==> config.mk <==
export PLATFORM = sky130hd
export DESIGN_NAME = dcr_chan_regs
export DESIGN_NICKNAME = d
export VERILOG_FILES = /design/src/rtl/dcr_pkg.sv /design/src/rtl/dcr_enable_pairs.sv /design/src/rtl/dcr_event_flags.sv /design/src/rtl/dcr_cmd_decode.sv /design/src/rtl/dcr_chan_regs.sv
export SDC_FILE = /design/constraint.sdc
export NUM_CORES = 1
export LEC_CHECK = 0
export BUFFER_PORTS_ARGS = -buffer_cell sky130_fd_sc_hd__buf_2
export CAP_MARGIN = 10
export CORE_ASPECT_RATIO = 1.4
export CORE_MARGIN = 2
export CORE_UTILIZATION = 35
export DETAILED_ROUTE_END_ITERATION = 12
export GPL_TIMING_DRIVEN = 1
export MAX_ROUTING_LAYER = met4
export PLACE_DENSITY = 0.76
export RECOVER_POWER = 50
export SYNTH_ARGS = -nofsm -noshare
export SYNTH_HDL_FRONTEND = slang
export SYNTH_SLANG_ARGS = --single-unit
export TNS_END_PERCENT = 5
==> constraint.sdc <==
create_clock -name clk -period 3.9 [get_ports clk]
set_clock_uncertainty 0.1 [all_clocks]
set_input_delay 0.78 -clock clk [delete_from_list [all_inputs] [get_ports clk]]
set_output_delay 0.78 -clock clk [all_outputs]
set_load 0.005 [all_outputs]
==> src/rtl/dcr_pkg.sv <==
// Package: shared constants and types for the DMA channel register block.
// Assumes a 32-bit data bus and the fixed bit layout given in the brief.
package dcr_pkg;
    localparam int DATA_W = 32;
    localparam int NUM_EV = 7;            // sticky event flags
    localparam int NUM_IE = NUM_EV + 1;   // plus the global enable
    localparam int PAIR_LSB = 16;         // lowest clear bit of enable pairs
    localparam int MODE_W = 3;

    typedef enum logic [1:0] {
        W_OP   = 2'd0,
        W_CTRL = 2'd1,
        W_STAT = 2'd2,
        W_NONE = 2'd3
    } word_e;

    // Flag indices with a command-word clear.
    localparam int F_RING = 0;
    localparam int F_LINK = 1;
    localparam int F_DONE = 4;

    typedef struct packed {
        logic              fifo_dis;
        logic              burst;
        logic              swap_dev;
        logic              swap_mem;
        logic              dev2mem;
        logic [MODE_W-1:0] mode;
    } cfg_t;
endpackage

==> src/rtl/dcr_enable_pairs.sv <==
// Module: interrupt enables written through set/clear bit pairs.
// Assumes set and clear vectors come from one control-word write; a channel
// reset clears everything and wins over the write.
module dcr_enable_pairs
    import dcr_pkg::*;
(
    input  logic              clk,
    input  logic              rst_n,
    input  logic              wr_stb,
    input  logic              chan_rst,
    input  logic [NUM_IE-1:0] set_vec,
    input  logic [NUM_IE-1:0] clr_vec,
    output logic [NUM_IE-1:0] ie_q
);
    for (genvar k = 0; k < NUM_IE; k++) begin : g_pair
        // Purpose: update one enable; equal set/clear keeps the value.
        always_ff @(posedge clk) begin
            if (!rst_n || chan_rst) begin
                ie_q[k] <= 1'b0;
            end else if (wr_stb && (set_vec[k] != clr_vec[k])) begin
                ie_q[k] <= set_vec[k];
            end
        end
    end
endmodule

==> src/rtl/dcr_event_flags.sv <==
// Module: sticky event flags set by engine pulses.
// Assumes clear requests are one-cycle; an event in the same cycle as its
// clear keeps the flag set, and a channel reset clears all flags.
module dcr_event_flags
    import dcr_pkg::*;
(
    input  logic              clk,
    input  logic              rst_n,
    input  logic              chan_rst,
    input  logic [NUM_EV-1:0] ev_set,
    input  logic [NUM_EV-1:0] clr_vec,
    output logic [NUM_EV-1:0] fl_q
);
    for (genvar k = 0; k < NUM_EV; k++) begin : g_flag
        // Purpose: hold one flag until cleared; setting beats clearing.
        always_ff @(posedge clk) begin
            if (!rst_n || chan_rst) begin
                fl_q[k] <= 1'b0;
            end else if (ev_set[k]) begin
                fl_q[k] <= 1'b1;
            end else if (clr_vec[k]) begin
                fl_q[k] <= 1'b0;
            end
        end
    end
endmodule

==> src/rtl/dcr_cmd_decode.sv <==
// Module: decodes command-word writes into strobes, flag clears and the
// link-pause / send-terminal-count levels.
// Assumes op_stb is high for exactly the cycle of a command-word write.
module dcr_cmd_decode
    import dcr_pkg::*;
(
    input  logic              clk,
    input  logic              rst_n,
    input  logic              op_stb,
    input  logic [11:0]       op_lo,
    input  logic              op_rst,
    output logic              chan_rst,
    output logic [NUM_EV-1:0] clr_vec,
    output logic              cmd_start,
    output logic              cmd_cont,
    output logic              cmd_stop,
    output logic              cmd_abort,
    output logic              cmd_fifo_rst,
    output logic              cmd_chan_rst,
    output logic              link_pause,
    output logic              send_tc
);
    // Purpose: channel reset request seen in the write cycle.
    assign chan_rst = op_stb && op_rst;

    // Purpose: map clear bits onto flag indices.
    always_comb begin
        clr_vec         = '0;
        clr_vec[F_DONE] = op_stb && op_lo[7];
        clr_vec[F_RING] = op_stb && op_lo[6];
        clr_vec[F_LINK] = op_stb && op_lo[5];
    end

    // Purpose: register one-cycle command strobes.
    always_ff @(posedge clk) begin
        if (!rst_n) begin
            cmd_start    <= 1'b0;
            cmd_cont     <= 1'b0;
            cmd_stop     <= 1'b0;
            cmd_abort    <= 1'b0;
            cmd_fifo_rst <= 1'b0;
            cmd_chan_rst <= 1'b0;
        end else begin
            cmd_start    <= op_stb && op_lo[0];
            cmd_cont     <= op_stb && op_lo[1];
            cmd_stop     <= op_stb && op_lo[2];
            cmd_abort    <= op_stb && op_lo[3];
            cmd_fifo_rst <= op_stb && op_lo[4];
            cmd_chan_rst <= chan_rst;
        end
    end

    // Purpose: paired set/clear levels; equal bits keep the value.
    always_ff @(posedge clk) begin
        if (!rst_n || chan_rst) begin
            link_pause <= 1'b0;
            send_tc    <= 1'b0;
        end else if (op_stb) begin
            if (op_lo[9] != op_lo[8])   link_pause <= op_lo[9];
            if (op_lo[11] != op_lo[10]) send_tc    <= op_lo[11];
        end
    end
endmodule

==> src/rtl/dcr_chan_regs.sv <==
// Module: top of the per-channel command/status register block.
// Assumes aligned 32-bit accesses; ADDR_W >= 4 byte address bits, with
// bits above the word index required to be zero for a hit.
module dcr_chan_regs
    import dcr_pkg::*;
#(
    parameter int ADDR_W = 4
) (
    input  logic              clk,
    input  logic              rst_n,
    input  logic              wr_en,
    input  logic [ADDR_W-1:0] wr_addr,
    input  logic [31:0]       wr_data,
    input  logic [ADDR_W-1:0] rd_addr,
    output logic [31:0]       rd_data,
    input  logic [6:0]        ev_set,
    input  logic              eng_stopped,
    input  logic              eng_soft_abort,
    input  logic              eng_hard_abort,
    input  logic              eng_xfer_err,
    input  logic [1:0]        eng_link_err,
    input  logic [1:0]        eng_mem_err,
    input  logic [1:0]        eng_dev_err,
    output logic              cmd_start,
    output logic              cmd_cont,
    output logic              cmd_stop,
    output logic              cmd_abort,
    output logic              cmd_fifo_rst,
    output logic              cmd_chan_rst,
    output logic              link_pause,
    output logic              send_tc,
    output logic              cfg_fifo_dis,
    output logic              cfg_burst,
    output logic              cfg_swap_dev,
    output logic              cfg_swap_mem,
    output logic              cfg_dev2mem,
    output logic [2:0]        cfg_mode,
    output logic              irq
);
    localparam int HI_W = ADDR_W - 4;

    logic              wr_hit;
    word_e             wr_word;
    logic              op_stb;
    logic              ctrl_stb;
    logic              chan_rst;
    logic [NUM_EV-1:0] clr_vec;
    logic [NUM_IE-1:0] set_vec;
    logic [NUM_IE-1:0] pclr_vec;
    logic [NUM_IE-1:0] ie_q;
    logic [NUM_EV-1:0] fl_q;
    cfg_t              cfg_q;
    logic [31:0]       ctrl_word;
    logic [31:0]       stat_word;

    // Purpose: decode a write hit; upper and low byte bits must be zero.
    always_comb begin
        wr_hit  = wr_en && (wr_addr[1:0] == 2'b00);
        wr_word = word_e'(wr_addr[3:2]);
        if (HI_W > 0) begin
            wr_hit = wr_hit && ((wr_addr >> 4) == '0);
        end
    end
    assign op_stb   = wr_hit && (wr_word == W_OP);
    assign ctrl_stb = wr_hit && (wr_word == W_CTRL);

    // Purpose: split enable pairs into set and clear vectors.
    for (genvar k = 0; k < NUM_IE; k++) begin : g_split
        assign set_vec[k]  = wr_data[PAIR_LSB + 2*k + 1];
        assign pclr_vec[k] = wr_data[PAIR_LSB + 2*k];
    end

    dcr_cmd_decode u_cmd (
        .clk          (clk),
        .rst_n        (rst_n),
        .op_stb       (op_stb),
        .op_lo        (wr_data[11:0]),
        .op_rst       (wr_data[31]),
        .chan_rst     (chan_rst),
        .clr_vec      (clr_vec),
        .cmd_start    (cmd_start),
        .cmd_cont     (cmd_cont),
        .cmd_stop     (cmd_stop),
        .cmd_abort    (cmd_abort),
        .cmd_fifo_rst (cmd_fifo_rst),
        .cmd_chan_rst (cmd_chan_rst),
        .link_pause   (link_pause),
        .send_tc      (send_tc)
    );

    dcr_enable_pairs u_ie (
        .clk      (clk),
        .rst_n    (rst_n),
        .wr_stb   (ctrl_stb),
        .chan_rst (chan_rst),
        .set_vec  (set_vec),
        .clr_vec  (pclr_vec),
        .ie_q     (ie_q)
    );

    dcr_event_flags u_fl (
        .clk      (clk),
        .rst_n    (rst_n),
        .chan_rst (chan_rst),
        .ev_set   (ev_set),
        .clr_vec  (clr_vec),
        .fl_q     (fl_q)
    );

    // Purpose: configuration fields loaded by control writes.
    always_ff @(posedge clk) begin
        if (!rst_n || chan_rst) begin
            cfg_q <= '0;
        end else if (ctrl_stb) begin
            cfg_q.fifo_dis <= wr_data[15];
            cfg_q.burst    <= wr_data[14];
            cfg_q.swap_dev <= wr_data[6];
            cfg_q.swap_mem <= wr_data[4];
            cfg_q.dev2mem  <= wr_data[3];
            cfg_q.mode     <= wr_data[2:0];
        end
    end

    assign cfg_fifo_dis = cfg_q.fifo_dis;
    assign cfg_burst    = cfg_q.burst;
    assign cfg_swap_dev = cfg_q.swap_dev;
    assign cfg_swap_mem = cfg_q.swap_mem;
    assign cfg_dev2mem  = cfg_q.dev2mem;
    assign cfg_mode     = cfg_q.mode;

    // Purpose: interrupt from enabled flags, gated by the global enable.
    assign irq = ie_q[NUM_IE-1] && |(fl_q & ie_q[NUM_EV-1:0]);

    // Purpose: assemble the control and status read words.
    always_comb begin
        ctrl_word     = '0;
        stat_word     = '0;
        for (int k = 0; k < NUM_IE; k++) begin
            ctrl_word[PAIR_LSB + 2*k + 1] = ie_q[k];
        end
        for (int k = 0; k < NUM_EV; k++) begin
            stat_word[PAIR_LSB + 2*k + 1] = fl_q[k];
        end
        ctrl_word[15]  = cfg_q.fifo_dis;
        ctrl_word[14]  = cfg_q.burst;
        ctrl_word[6]   = cfg_q.swap_dev;
        ctrl_word[4]   = cfg_q.swap_mem;
        ctrl_word[3]   = cfg_q.dev2mem;
        ctrl_word[2:0] = cfg_q.mode;
        stat_word[31]  = irq;
        stat_word[15]  = eng_xfer_err || (eng_link_err != 2'b00)
                         || (eng_mem_err != 2'b00) || (eng_dev_err != 2'b00);
        stat_word[14]  = eng_soft_abort;
        stat_word[13]  = eng_hard_abort;
        stat_word[12]  = eng_stopped;
        stat_word[9]   = eng_xfer_err;
        stat_word[5:4] = eng_link_err;
        stat_word[3:2] = eng_mem_err;
        stat_word[1:0] = eng_dev_err;
    end

    // Purpose: read mux; word 0 and unmapped addresses read zero.
    always_comb begin
        rd_data = '0;
        if ((rd_addr[1:0] == 2'b00) && ((rd_addr >> 4) == '0)) begin
            case (word_e'(rd_addr[3:2]))
                W_CTRL:  rd_data = ctrl_word;
                W_STAT:  rd_data = stat_word;
                default: rd_data = '0;
            endcase
        end
    end
endmodule

==> impl_metrics.json, run 1 <==
{
  "r2r_end": "u_ie.ie_q[7]$_SDFFE_PP0P_",
  "maxCapViolations": 0,
  "cts_made_buffers": 5,
  "clkSinkCount": 31,
  "period_share_pct": 78.4,
  "cts-hold-fix-buffers": 0,
  "rsz0062_at_grt": "false",
  "setup.worst_path.start": "wr_addr[1]",
  "cp.buffers_inverters": 2,
  "final_area_um2": 2190,
  "critPathArrivalTime_ps": 3090,
  "cts_root_buf": "clkbuf_8",
  "ant_nets": 0,
  "grt_most_used_layer": "met2",
  "clock.fmax_mhz": 327,
  "synthTopCellsByArea": "dfxtp_1 (36%), a22oi_1 (6.1%), buf_4 (6.1%), nor2_1 (5.3%), nand2_1 (4.4%)",
  "first_pass_iters": 4,
  "antenna_cells": 0,
  "grt-ovfl-total": 0,
  "initialDrtViolationCount": 86,
  "vias_per_cell": 4.98,
  "die_area_um2": 5470,
  "use_met2_pct": 31.5,
  "setup-violations-final": 0,
  "initial_utilization_pct": 35.9,
  "grt_pass1_vias": 1616,
  "grt_pass1_wl_um": 7670,
  "slew_headroom_pct": 30.7,
  "cts_tree": "yes",
  "min_path_type": "flop to flop",
  "critPathRequiredTime_ps": 3930,
  "io_pins": 109,
  "fin_crit_ps": 3060,
  "synth_cell_types": 35,
  "cp.depth": 5,
  "core_area_um2": 4770,
  "globalplace.congestion": 0.910,
  "grt_use_met3_pct": 3.77,
  "die_w_um": 63.1,
  "ys_warn_count": 0,
  "worstReg2RegStart": "u_ie.ie_q[7]$_SDFFE_PP0P_",
  "hold_viol": 0,
  "synthCells": 214,
  "cpPeakStageDelay_ps": 930,
  "peakVddDrop_mv": 0.156,
  "gr-usage-met1_pct": 20.7,
  "slew_violations": 0,
  "row_count": 30,
  "die_y_um": 86.7,
  "syn_area_um2": 1710,
  "portBuffers": 94,
  "seq_area_frac_synth_pct": 36.3,
  "status": "finished clean",
  "cts_resized": 0,
  "post_cts_buffers": 0,
  "setup_tns_ps": 0,
  "drc": 0,
  "path_cells": "clkbuf_1 -> or4b_1 -> o31ai_1 -> buf_4 -> a311oi_1",
  "antenna_found_initial": 0,
  "critPathLaunchType": "input pin",
  "dp_hpwl_um": 3690,
  "critical-path-top-delay-family": "compound AO/OA/AOI/OAI gates",
  "area.growth.synth_to_final_pct": 28.1,
  "ctsHtreeMaxLevel": 2,
  "final_nets": 361,
  "largest_reg_flops": 8,
  "largest-register": "u_ie.ie_q",
  "path_max_fanout": 18,
  "place_area_um2": 2120,
  "reg2regPathDepth": 2,
  "clk_pin_slew_worst_paths_ps": 60,
  "wl_per_cell_um": 13.3,
  "clock_path_buffers": 2,
  "clkLatencyLatePin_ps": 270,
  "layout-drive-gt1-share_pct": 33.3,
  "grt_usage_pct": 18.4,
  "synth_area_leader_cell": "dfxtp_1",
  "wl_um": 4820,
  "vias": 1811,
  "r2r_setup_slack_ps": 2990,
  "synth-seq-cells": 31,
  "p_per_area_nw_per_um2": 305,
  "syn_avg_cell_area_um2": 7.99,
  "crit_slowest_cell": "o31ai_1",
  "p_leak_nw": 1.02,
  "grt_max_degree": 28,
  "worstMarginPinSlew_ps": 1030,
  "cp-endpoint": "u_fl.fl_q[1]$_SDFFE_PP0P_",
  "synth_top_area_share_pct": 36.3,
  "path_class": "input pin to flop",
  "end_kind": "flop"
}
==> area by class of cell <==
cell class              count  area [µm²]
fillers                   500        2580
multi-input cells         156         895
flip-flops and latches     31         621
repair buffers             95         468
well taps                  64        80.1
clock buffers               5        68.8
inverters                  10        37.5
clock inverters             3        20.0
==> power breakdown <==
group	switching, mW	internal [mW]	total [mW]
clock network	0.123	0.124	0.246
logic	0.0509	0.0397	0.0906
registers	0.00648	0.325	0.331
==> cell usage in the layout (no fill, tap or decap), drive strengths merged, types with 2 or more instances in the layout <==
cell type  count
nand4b         7
a311oi         3
nand3          8
o31ai          2
clkbuf        13
o22ai          2
nor2          28
a31oi          7
a32oi          2
o21ai         15
nand2         20
clkinvlp       2
and3          11
conb          12
a41oi          2
inv           10
a22oi         14
a21oi         10
nand2b         2
buf           87
ha             2
dfxtp         31
==> synthesized netlist by cell type (all sizes together) <==
library cell,count
dfxtp,31
buf,19
o22ai,2
o41ai,1
ha,2
a211oi,1
nand3,8
o31ai,2
nand2b,2
inv,10
a22oi,14
a222oi,1
a311oi,3
o211a,1
nor2,28
a21oi,10
conb,1
nor4b,1
or3,1
or4b,1
nand2,20
a41oi,2
clkbuf,9
a32oi,2
a31oi,7
nor3,1
nand4b,7
and3,11
o21ai,15
or4,1
==> metal layers <==
metal / part of all wire, % / vias to the layer above
li1: - / 913
met1: 41 / 835
met2: 52 / 57
met3: 5.1 / 6
met4: 1.8 / 0
met5: 0 / -
==> worst min path at each step <==
stage	start	end	slack [ps]	cells past startpoint
after global routing	u_fl.fl_q[5]$_SDFFE_PP0P_	u_fl.fl_q[5]$_SDFFE_PP0P_	420	2
after CTS	u_cmd.send_tc$_SDFFE_PP0P_	u_cmd.send_tc$_SDFFE_PP0P_	400	2
after detailed placement	u_fl.fl_q[6]$_SDFFE_PP0P_	u_fl.fl_q[6]$_SDFFE_PP0P_	380	2
final	u_fl.fl_q[6]$_SDFFE_PP0P_	u_fl.fl_q[6]$_SDFFE_PP0P_	390	2
after global placement	u_cmd.send_tc$_SDFFE_PP0P_	u_cmd.send_tc$_SDFFE_PP0P_	370	2
after floorplan	u_fl.fl_q[2]$_SDFFE_PP0P_	u_fl.fl_q[2]$_SDFFE_PP0P_	360	2
==> metrics by stage <==
stage	worst slack, ps	instances	hold slack [ps]	util [%]	total power, mW
after floorplan	1110	225	359	-	0.396
after global placement	881	356	367	44.6	0.429
after detailed placement	868	356	381	44.6	0.431
after CTS	868	364	395	46.4	0.678
after global routing	593	364	421	45.9	0.704
final	842	364	392	45.9	0.668
==> cells by family after synthesis <==
family	share of synthesized area (%)
DFF	36.3
other	0.219
buffers and inverters	13.5
and+or+nand+nor	24.4
adders and majority gates	1.46
AOI/OAI and AO/OA	24.2
==> worst reg2reg max path, stage by stage (launching register included) <==
cell,delay (ps)
dfxtp_1,400
o31ai_1,100
a211oi_1,230
Power figures use the tool's default switching activity.
==> run 2, diff against run 1 <==
==> constraint.sdc (replaced) <==
create_clock -name clk -period 3 [get_ports clk]
set_clock_uncertainty 0.1 [all_clocks]
set_input_delay 0.6 -clock clk [delete_from_list [all_inputs] [get_ports clk]]
set_output_delay 0.6 -clock clk [all_outputs]
set_load 0.005 [all_outputs]
==> run 2 against run 1 <==
- sequential power rose by 30%
- worst hold slack better by 5.6 ps
- routed wire length is 4.9% higher
- sequential share of layout area fell by 0.62 points
- flip-flop and latch count is the same
- die area did not move
- clock power rose by 73%
- critical endpoint is now rd_data[25]
- largest power group unchanged
==> impl_metrics.json, run 2 (synthesis gave the netlist of run 1 again) <==
{
  "hold_viol": 0,
  "slew_violations": 0,
  "combPwrFrac_pct": 12.4,
  "crit_slowest_cell": "or3_1",
  "cpPeakStageDelay_ps": 600,
  "row_count": 30,
  "p_sw_share_pct": 23.9,
  "cts_tree": "yes",
  "die_y_um": 86.7,
  "setup_tns_ps": 0,
  "p_int_mw": 0.744,
  "largest_reg_flops": 8,
  "path_max_fanout": 14,
  "p_sw_mw": 0.233,
  "grt_pass1_vias": 1699,
  "layout_common_cells": "buf_2 (87), dfxtp_1 (31), nor2_1 (24)",
  "dp_hpwl_um": 3910,
  "drc": 0,
  "core_area_um2": 4770,
  "area.growth.synth_to_final_pct": 31.0,
  "largest-register": "u_ie.ie_q",
  "globalplace.congestion": 0.859,
  "critPathRequiredTime_ps": 2300,
  "maxCapViolations": 0,
  "power_frac_seq_pct": 44.1,
  "wl_um": 5060,
  "layout-drive-gt1-share_pct": 33.6,
  "end_kind": "output pin",
  "setup-violations-final": 0,
  "vias_per_cell": 5.08,
  "wl_per_cell_um": 13.8,
  "slew_headroom_pct": 54.1,
  "portBuffers": 94,
  "critPathArrivalTime_ps": 1970,
  "clock_path_buffers": 2,
  "die_area_um2": 5470,
  "fin_util_pct": 47.0,
  "grt-ovfl-total": 0,
  "fin_crit_ps": 2670,
  "clock.fmax_mhz": 375,
  "min_path_type": "flop to flop",
  "worstMarginPinSlew_ps": 686,
  "post_cts_buffers": 0,
  "dp_cells": 360,
  "cts_made_buffers": 5,
  "clk_pin_slew_worst_paths_ps": 60,
  "clkSinkCount": 31,
  "grt_usage_pct": 19.8,
  "instances_no_fill": 368,
  "cts-hold-fix-buffers": 0,
  "rsz0062_at_grt": "false",
  "initial_utilization_pct": 35.9,
  "ctsHtreeMaxLevel": 2,
  "cts_resized": 0,
  "io_pins": 109,
  "p_leak_nw": 1.05,
  "path_cells": "buf_2 -> inv_1 -> ha_1 -> or3_1 -> nor2_1 -> buf_2",
  "period_share_pct": 88.9,
  "cts_root_buf": "clkbuf_8",
  "grt_pass1_wl_um": 8160,
  "final_nets": 365,
  "path_common_cell": "buf_2",
  "first_pass_iters": 5,
  "ant_nets": 0,
  "antenna_found_initial": 0,
  "peakVddDrop_mv": 0.242,
  "critPathLaunchType": "input pin",
  "p_per_area_nw_per_um2": 436,
  "clock_power_share_pct": 43.5,
  "antenna_cells": 0,
  "die_w_um": 63.1,
  "path_class": "input pin to output pin",
  "vias": 1868,
  "clkLatencyLatePin_ps": 280,
  "mostFrequentLayoutCell": "buf_2",
  "initialDrtViolationCount": 82,
  "grt_max_degree": 28,
  "status": "finished clean"
}
[run 2: area by class of cell]
cell class	count	area (µm²)
Fill cell	529	2530
Multi-Input combinational cell	156	895
Sequential cell	31	621
Timing Repair Buffer	99	488
Clock buffer	6	82.6
Tap cell	64	80.1
Inverter	10	37.5
Clock inverter	2	35.0
[run 2: power by group through the flow]
stage,logic [mW],registers [mW],clock network (mW)
6_report,0.121,0.431,0.425
5_1_grt,0.137,0.432,0.456
3_3_place_gp,0.121,0.440,0
4_1_cts,0.125,0.431,0.435
2_1_floorplan,0.0772,0.438,0
3_5_place_dp,0.125,0.440,0
[run 2: critical path: cells and delay by family]
family | cells | cell delay (ps)
adder cells (fa/ha/maj) | 1 | 290
buffers and inverters | 3 | 270
AND/OR/NAND/NOR | 2 | 820
[run 2: per-stage QoR]
stage	power (mW)	hold WS [ps]	instance area, µm²	worst slack (ps)
3_3_place_gp	0.561	366	2150	340
3_5_place_dp	0.565	383	2150	333
5_1_grt	1.03	417	2240	175
2_1_floorplan	0.515	359	1750	569
4_1_cts	0.991	398	2270	329
6_report	0.977	398	2240	334
[run 2: metal layers]
| layer | share of wire (%) | track usage (%) | vias to the layer above |
|---|---|---|---|
| met3 | 4.5 | 3.51 | 7 |
| met1 | 41 | 22.4 | 879 |
| li1 | - | - | 922 |
| met5 | 0 | - | - |
| met2 | 52 | 33.5 | 60 |
| met4 | 2.2 | 9.70 | 0 |
[run 2: path summary, 6_finish.rpt]
kind / from / endpoint / slack [ps] / cells after the start
min reg2reg: u_cmd.send_tc$_SDFFE_PP0P_ / u_cmd.send_tc$_SDFFE_PP0P_ / 400 / 2
max: rd_addr[2] / rd_data[25] / 330 / 6
min: u_cmd.send_tc$_SDFFE_PP0P_ / u_cmd.send_tc$_SDFFE_PP0P_ / 400 / 2
max reg2reg: u_ie.ie_q[7]$_SDFFE_PP0P_ / u_ie.ie_q[7]$_SDFFE_PP0P_ / 2100 / 2
